**src/rtl/trail_pkg.sv**
```systemverilog
package trail_pkg;

   typedef enum logic [1:0] {
      UW_IDLE  = 2'd0,
      UW_READ  = 2'd1,
      UW_WRITE = 2'd2,
      UW_DONE  = 2'd3
   } unw_state_e;

endpackage

```
**src/rtl/trail_age_filter.sv**
```systemverilog
module trail_age_filter #(
   parameter int ADDR_W = 16
) (
   input  logic [ADDR_W-1:0] var_addr,
   input  logic              in_heap,
   input  logic [ADDR_W-1:0] stack_mark,
   input  logic [ADDR_W-1:0] heap_mark,
   output logic              is_old
);
   logic [ADDR_W-1:0] sel_mark;

   always_comb begin
      sel_mark = in_heap ? heap_mark : stack_mark;
      is_old   = (var_addr < sel_mark);
   end
endmodule

```
**src/rtl/trail_ptr.sv**
```systemverilog
module trail_ptr #(
   parameter int                ADDR_W      = 16,
   parameter logic [ADDR_W-1:0] TRAIL_TOP   = '1,
   parameter logic [ADDR_W-1:0] TRAIL_FLOOR = '0
) (
   input  logic              clk,
   input  logic              rst_n,
   input  logic              push_req,
   input  logic              pop,
   output logic              room,
   output logic [ADDR_W-1:0] tr_q,
   output logic              ovf_q
);
   always_comb room = (tr_q >= TRAIL_FLOOR);

   always_ff @(posedge clk or negedge rst_n) begin
      if (!rst_n) begin
         tr_q  <= TRAIL_TOP;
         ovf_q <= 1'b0;
      end else begin
         if (push_req && room)
            tr_q <= tr_q - 1'b1;
         else if (pop)
            tr_q <= tr_q + 1'b1;
         if (push_req && !room)
            ovf_q <= 1'b1;
      end
   end
endmodule

```
**src/rtl/trail_unwind.sv**
```systemverilog
module trail_unwind
   import trail_pkg::*;
#(
   parameter int               ADDR_W  = 16,
   parameter int               DATA_W  = 32,
   parameter int               TAG_W   = 8,
   parameter logic [TAG_W-1:0] VAR_TAG = 8'hA0
) (
   input  logic              clk,
   input  logic              rst_n,
   input  logic              start,
   input  logic [ADDR_W-1:0] saved_tr,
   input  logic [ADDR_W-1:0] tr,
   input  logic [DATA_W-1:0] rdata,
   output logic              busy,
   output logic              done,
   output logic              pop,
   output logic              rd_en,
   output logic              wr_en,
   output logic [ADDR_W-1:0] addr,
   output logic [DATA_W-1:0] wdata
);
   localparam int PAD_W = DATA_W - TAG_W - ADDR_W;

   unw_state_e        state_q, state_d;
   logic [ADDR_W-1:0] saved_q;
   logic [ADDR_W-1:0] tr_next;
   logic [ADDR_W-1:0] var_addr;
   logic [DATA_W-1:0] unbound_word;

   assign tr_next  = tr + 1'b1;
   assign var_addr = rdata[ADDR_W-1:0];

   generate
      if (PAD_W > 0) begin : g_pad
         assign unbound_word = {VAR_TAG, {PAD_W{1'b0}}, var_addr};
      end else begin : g_nopad
         assign unbound_word = {VAR_TAG, var_addr};
      end
   endgenerate

   always_comb begin
      state_d = state_q;
      rd_en   = 1'b0;
      wr_en   = 1'b0;
      pop     = 1'b0;
      done    = 1'b0;
      addr    = tr_next;
      wdata   = unbound_word;
      unique case (state_q)
         UW_IDLE: begin
            if (start)
               state_d = (saved_tr > tr) ? UW_READ : UW_DONE;
         end
         UW_READ: begin
            rd_en   = 1'b1;
            state_d = UW_WRITE;
         end
         UW_WRITE: begin
            wr_en   = 1'b1;
            pop     = 1'b1;
            addr    = var_addr;
            state_d = (tr_next == saved_q) ? UW_DONE : UW_READ;
         end
         UW_DONE: begin
            done    = 1'b1;
            state_d = UW_IDLE;
         end
         default: state_d = UW_IDLE;
      endcase
   end

   assign busy = (state_q != UW_IDLE);

   always_ff @(posedge clk or negedge rst_n) begin
      if (!rst_n) begin
         state_q <= UW_IDLE;
         saved_q <= '0;
      end else begin
         state_q <= state_d;
         if (start && state_q == UW_IDLE)
            saved_q <= saved_tr;
      end
   end
endmodule

```
**src/rtl/trail_unit.sv**
```systemverilog
module trail_unit #(
   parameter int                ADDR_W      = 16,
   parameter int                DATA_W      = 32,
   parameter int                TAG_W       = 8,
   parameter logic [TAG_W-1:0]  VAR_TAG     = 8'hA0,
   parameter logic [ADDR_W-1:0] TRAIL_TOP   = '1,
   parameter logic [ADDR_W-1:0] TRAIL_FLOOR = {2'b11, {(ADDR_W-2){1'b0}}}
) (
   input  logic              clk,
   input  logic              rst_n,
   input  logic              bind_valid,
   output logic              bind_ready,
   input  logic [ADDR_W-1:0] bind_addr,
   input  logic              bind_in_heap,
   input  logic [ADDR_W-1:0] mark_b,
   input  logic [ADDR_W-1:0] mark_hb,
   input  logic              fail_valid,
   input  logic [ADDR_W-1:0] fail_tr,
   output logic              fail_done,
   output logic [ADDR_W-1:0] tr,
   output logic              ovf,
   output logic              mem_en,
   output logic              mem_we,
   output logic [ADDR_W-1:0] mem_addr,
   output logic [DATA_W-1:0] mem_wdata,
   input  logic [DATA_W-1:0] mem_rdata
);
   localparam int EXT_W = DATA_W - ADDR_W;

   initial begin
      if (ADDR_W + TAG_W > DATA_W)
         $error("trail_unit: address field and tag do not fit in a data word");
      if (TRAIL_FLOOR == '0)
         $error("trail_unit: trail floor must be above address zero");
      if (TRAIL_TOP < TRAIL_FLOOR)
         $error("trail_unit: trail top lies below trail floor");
   end

   logic              is_old;
   logic              room;
   logic              bind_fire;
   logic              push_req;
   logic              push_do;
   logic              unw_busy;
   logic              unw_pop;
   logic              unw_rd;
   logic              unw_wr;
   logic [ADDR_W-1:0] unw_addr;
   logic [DATA_W-1:0] unw_wdata;
   logic              unw_start;

   assign bind_ready = !unw_busy && !fail_valid;
   assign bind_fire  = bind_valid && bind_ready;
   assign push_req   = bind_fire && is_old;
   assign push_do    = push_req && room;
   assign unw_start  = fail_valid && !unw_busy;

   trail_age_filter #(.ADDR_W(ADDR_W)) u_age (
      .var_addr   (bind_addr),
      .in_heap    (bind_in_heap),
      .stack_mark (mark_b),
      .heap_mark  (mark_hb),
      .is_old     (is_old)
   );

   trail_ptr #(
      .ADDR_W      (ADDR_W),
      .TRAIL_TOP   (TRAIL_TOP),
      .TRAIL_FLOOR (TRAIL_FLOOR)
   ) u_ptr (
      .clk      (clk),
      .rst_n    (rst_n),
      .push_req (push_req),
      .pop      (unw_pop),
      .room     (room),
      .tr_q     (tr),
      .ovf_q    (ovf)
   );

   trail_unwind #(
      .ADDR_W  (ADDR_W),
      .DATA_W  (DATA_W),
      .TAG_W   (TAG_W),
      .VAR_TAG (VAR_TAG)
   ) u_unw (
      .clk      (clk),
      .rst_n    (rst_n),
      .start    (unw_start),
      .saved_tr (fail_tr),
      .tr       (tr),
      .rdata    (mem_rdata),
      .busy     (unw_busy),
      .done     (fail_done),
      .pop      (unw_pop),
      .rd_en    (unw_rd),
      .wr_en    (unw_wr),
      .addr     (unw_addr),
      .wdata    (unw_wdata)
   );

   always_comb begin
      if (unw_busy) begin
         mem_en    = unw_rd || unw_wr;
         mem_we    = unw_wr;
         mem_addr  = unw_addr;
         mem_wdata = unw_wdata;
      end else begin
         mem_en    = push_do;
         mem_we    = push_do;
         mem_addr  = tr;
         mem_wdata = {{EXT_W{1'b0}}, bind_addr};
      end
   end
endmodule

```
**config.mk**
```make
export PLATFORM = sky130hd
export DESIGN_NAME = trail_unit
export DESIGN_NICKNAME = d
export VERILOG_FILES = /design/src/rtl/trail_pkg.sv /design/src/rtl/trail_age_filter.sv /design/src/rtl/trail_ptr.sv /design/src/rtl/trail_unwind.sv /design/src/rtl/trail_unit.sv
export SDC_FILE = /design/constraint.sdc
export NUM_CORES = 1
export LEC_CHECK = 0
export CAP_MARGIN = 25
export CORE_ASPECT_RATIO = 0.7
export CORE_MARGIN = 2
export CORE_UTILIZATION = 35
export DETAILED_ROUTE_END_ITERATION = 8
export DONT_BUFFER_PORTS = 1
export GPL_TIMING_DRIVEN = 0
export PLACE_DENSITY = 0.57
export SYNTH_ARGS = -nofsm -noshare
export SYNTH_HDL_FRONTEND = slang
export SYNTH_SLANG_ARGS = --single-unit
```
**constraint.sdc**
```tcl
create_clock -name clk -period 3.18 [get_ports clk]
set_input_delay 0.636 -clock clk [delete_from_list [all_inputs] [get_ports clk]]
set_output_delay 0.636 -clock clk [all_outputs]
set_load 0.05 [all_outputs]
```
After elaboration in Yosys (flattened, before gate mapping) --
Cells that the tools add are included.
Storage, ports and cells: register bits 35, input port bits 101, output and inout bits 69, word-level logic and storage cells 43
Operators by class: $add $sub $neg 2, $lt $le $gt $ge 3, equal/unequal tests 5, mux-type cells 15, reduce and logical (&&, ||, !) cells 14
Operators by type and width (number):
- $mux 16 | 5
- $mux 32 | 1
- $add 16x1->16 const B | 1
- $eq 16x16->1 | 1
- $ge 16x16->1 const B | 1
- $gt 16x16->1 | 1
- $lt 16x16->1 | 1
- $sub 16x1->16 const B | 1
- $pmux 2 s4 | 1
- $logic_and 1x1->1 | 7
- $mux 2 | 3
- $mux 1 | 5
- $eq 2x2->1 const B | 2
- $reduce_bool 2->1 | 2
- $logic_not 1->1 | 3
- $eq 2x1->1 const B | 1
- $logic_not 2->1 | 1
- $ne 2x1->1 const B | 1
- $logic_or 1x1->1 | 1

Depth between registers and ports, before layout --
depth after elaboration 7, gate-level depth with buffers 12

Modules after synthesis --
Synthesis repeated with hierarchy kept, for this count alone.
Unflattened totals: cell total of the unflattened synthesis 511, area, all modules 4654.5 µm²
Modules (own cells, without submodules):
- trail_unwind | times used 1, cells each 255, area each 2143.3 µm²
- trail_ptr | times used 1, cells each 138, area each 1313.8 µm²
- trail_unit | times used 1, cells each 62, area each 693.2 µm²
- trail_age_filter | times used 1, cells each 56, area each 504.2 µm²

Worst setup path before layout --
OpenSTA, ideal clock, no wires.
kind input-to-output, start point in bind_in_heap, end point out mem_en, data arrival time 3064 ps, required time 2544 ps, setup slack -520 ps, stages 11, cells stage by stage buf_6 -> clkbuf_1 -> mux2i_1 -> ha_1 -> a21oi_1 -> o21ai_0 -> a211oi_2 -> o211ai_2 -> buf_6 -> buf_8 -> o21ai_1
Between the ends: longest elaborated chain between the ends 5
RTL lines:
- from (decl) | line trail_unit.sv:14 | input logic bind_in_heap,
- $mux 16 | line trail_age_filter.sv:13 | sel_mark = in_heap ? heap_mark : stack_mark;
- $lt 16x16->1 | line trail_age_filter.sv:14 | is_old = (var_addr < sel_mark);
- $logic_and 1x1->1 | line trail_unit.sv:54 | assign push_req = bind_fire && is_old;
- $logic_and 1x1->1 | line trail_unit.sv:55 | assign push_do = push_req && room;
- $mux 1 | line trail_unit.sv:102 | if (unw_busy) begin
- to (decl) | line trail_unit.sv:22 | output logic mem_en,
Every way passes these cells.

Worst setup path in the final report --
start point reg u_ptr.tr_q[6], end point out mem_addr[10]
Between the ends: longest elaborated chain between the ends 3
RTL lines:
- from (decl) | line trail_ptr.sv:11 | output logic [ADDR_W-1:0] tr_q,
- from (signal assigned) | line trail_ptr.sv:22 | tr_q <= tr_q - 1'b1;
- from (signal assigned) | line trail_ptr.sv:24 | tr_q <= tr_q + 1'b1;
- $add 16x1->16 | line trail_unwind.sv:31 | assign tr_next = tr + 1'b1;
- $mux 16 | line trail_unwind.sv:50 | unique case (state_q)
- $mux 16 | line trail_unit.sv:102
- to (decl) | line trail_unit.sv:24 | output logic [ADDR_W-1:0] mem_addr,
Every way passes these cells.

==> results.yml <==
timing:
  holdWs_ns: 0.0407
  fmax_mhz: 322
  hold_viol: 0
  setup_violations: 0
  rsz0062_at_grt: "true"
  tightest_slew_ns: 0.773
  fin_crit_sh: 0.977
  slew_viol_final: 0
  finClkSkew_ns: 0.00438
  finalSetupTns_ns: 0
  fin_crit_ns: 3.11
  slew_headroom: 0.484
worst_setup_path:
  cpPeakStageDelay_ns: 0.70
  crit_family: "simple AND/OR/NAND/NOR gates"
  crit_path_start: "u_ptr.tr_q[6]"
  end_kind: "primary output"
  crit_chain: "buf_6 -> nand4_4 -> or3_1 -> a21oi_1 -> o22ai_1 -> buf_4"
  crit_fanout: 10
  path_class: "reg -> out"
  crit_cells: 6
  crit_end: "mem_addr[10]"
  worstRegToRegCells: 12
  r2r_start: "u_unw.state_q[1]"
  crit_arrival_ns: 2.47
  start_kind: "register"
  path_buf_inv: 2
  cp.required_ns: 2.54
  r2r_end: "u_ptr.tr_q[7]"
  rrSetupSlack_ns: 0.45
  crit_slowest_cell: "dfstp_2"
place:
  routabilityCongestion: 0.955
  dp_hpwl_um: 11100
  portBuffers: 0
  place_area_mm2: 0.00427
logic_synthesis:
  yosys.cell_types.count: 53
  synth_top_area_frac: 0.120
  synth_edf_count: 0
  synth-main-ff-cell: "dfrtp_1"
  async_flop_share: 1.00
  synth.most_common_cell: "ha_1"
  yosysWarnings: 0
  syn_avg_cell_area_um2: 8.64
  ys_top_cells_by_count: "ha_1 (37), mux2i_1 (34), o21ai_0 (33)"
  netlist_area_mm2: 0.00398
  synth-seq-cells: 35
  yosysSeqAreaShare: 0.225
  netlist_instances: 460
  synth.area.top_cells: "dfrtp_1 (12%), ha_1 (12%), dfstp_2 (11%), mux2_2 (8.8%), mux2i_1 (8.6%)"
  synth_area_leader_cell: "dfrtp_1"
finish:
  diodes: 0
  syn_to_final_growth_pct: 20.6
  fin_nets: 630
  drive_above_1_share: 0.290
  fin_area_mm2: 0.00479
routing:
  dr.pass1.iters: 5
  viasPerCell: 5.78
  wl_per_cell_um: 21.9
  drc: 0
  vias: 3734
  antenna_left: 0
  drt_iter0_markers: 332
  drt-total-wl_um: 14100
cts:
  cts_inserted_buffers: 5
  h-tree-depth: 2
  cts-root-buf: "clkbuf_16"
  path_clk_slew_ns: 0.06
  clock_sinks: 35
  clk_latency_ns: 0.29
  cts_buffer_depth: 2
  ctsHoldBuffers: 0
  cts_tree: "yes"
grt:
  grt_pass1_wl_um: 21400
  grt_pass1_vias: 3557
  antenna_found_initial: 0
  grt_max_degree: 36
  grt_usage: 0.226
  grt_remaining_overflow: 0
power:
  p_total_uw: 5650
  p_leak_uw: 0.00203
  powerDensity_mw_per_mm2: 1180
  vdd_drop_max_mv: 0.426
floorplanning:
  coreArea_mm2: 0.0111
  io_pins: 170
  die_x_um: 131
  start_util: 0.360
  die-height_um: 93.2
  rows: 32
  die-area_mm2: 0.0122
outcome:
  run_status: "finished, final reports clean"
flow_run:
  max-cap-violations: 0
min_path:
  min_path_type: "in -> async"
## layout by cell type (no fill, tap or decap), drive strengths merged, types with 5 or more instances in the layout
cell and instances:
a22oi 9, nor3 14, a21oi 24, o21ai 36
inv 24, conb 14, xnor2 32, mux2 31
nor2 21, dfrtp 19, a211oi 5, clkbuf 21
mux2i 34, ha 37, nand2 32, nand3 15
dfstp 16, nor4 9, buf 43, nand4 11
## power breakdown
part / internal [µW] / switching (µW)
clock: 334 / 202
sequential: 743 / 571
combinational: 1150 / 2650
total: 2220 / 3420
## stage by stage
step,std cells,utilization,setup WS [ns]
floorplan,473,-,-0.0220
global placement,626,0.385,-0.513
detailed placement,628,0.386,-0.447
CTS,644,0.425,-0.0264
global route,646,0.434,-0.00657
finish,646,0.434,0.0728
## kinds of logic after synthesis
group                    count (synthesis)  synth area share
AND/OR/NAND/NOR                        119             0.160
AO/OA/AOI/OAI                           98             0.154
XOR/XNOR                                36            0.0793
multiplexers                            65             0.173
other                                    1          0.000943
flip-flops                              35             0.225
adder cells (fa/ha/maj)                 37             0.116
buffers and inverters                   69            0.0903
## worst reg2reg max path, stage by stage (launching register included)
cell,delay [ns]
dfrtp_1,0.42
inv_1,0.11
ha_1,0.15
buf_4,0.16
and2b_4,0.32
o2111ai_2,0.17
a211oi_2,0.30
o211ai_2,0.12
buf_6,0.15
buf_4,0.17
buf_4,0.20
mux2i_1,0.22
xnor2_1,0.16
## layout make-up
class	count	area [µm²]
clock buffer	8	156
inverter	25	93.8
buffer	41	289
tap	153	191
timing repair buffer	15	116
multi-input combinational	369	3030
sequential	35	911
fill	1128	6260
## flip-flops by register name (all words and copies together), names as in the netlist
register / count
u_unw.state_q: 2
u_unw.saved_q: 16
u_ptr.ovf_q: 1
u_ptr.tr_q: 16
## repair_timing
action                                  in CTS  in global routing
gates resized for setup                     47                 34
endpoints found under the setup margin      18                 12
setup buffers                               10                  3
pin swaps                                   12                 14
## worst min-delay path by stage
stage	from	endpoint	slack [ns]
2_1_floorplan	rst_n	u_ptr.ovf_q	0.34
3_3_place_gp	rst_n	u_unw.saved_q[4]	0.34
3_5_place_dp	rst_n	u_unw.saved_q[4]	0.34
4_1_cts	rst_n	u_unw.saved_q[2]	0.04
5_1_grt	rst_n	u_unw.saved_q[2]	0.03
6_report	rst_n	u_unw.saved_q[2]	0.04
## per-layer routing
| metal | global-route usage | wire length, µm |
|---|---|---|
| met3 | 0.0715 | 1500 |
| met1 | 0.329 | 6540 |
| met2 | 0.333 | 5980 |
| met5 | 0 | 0 |
| met4 | 0.0353 | 116 |
No activity file was read; power rests on OpenSTA's default activity.
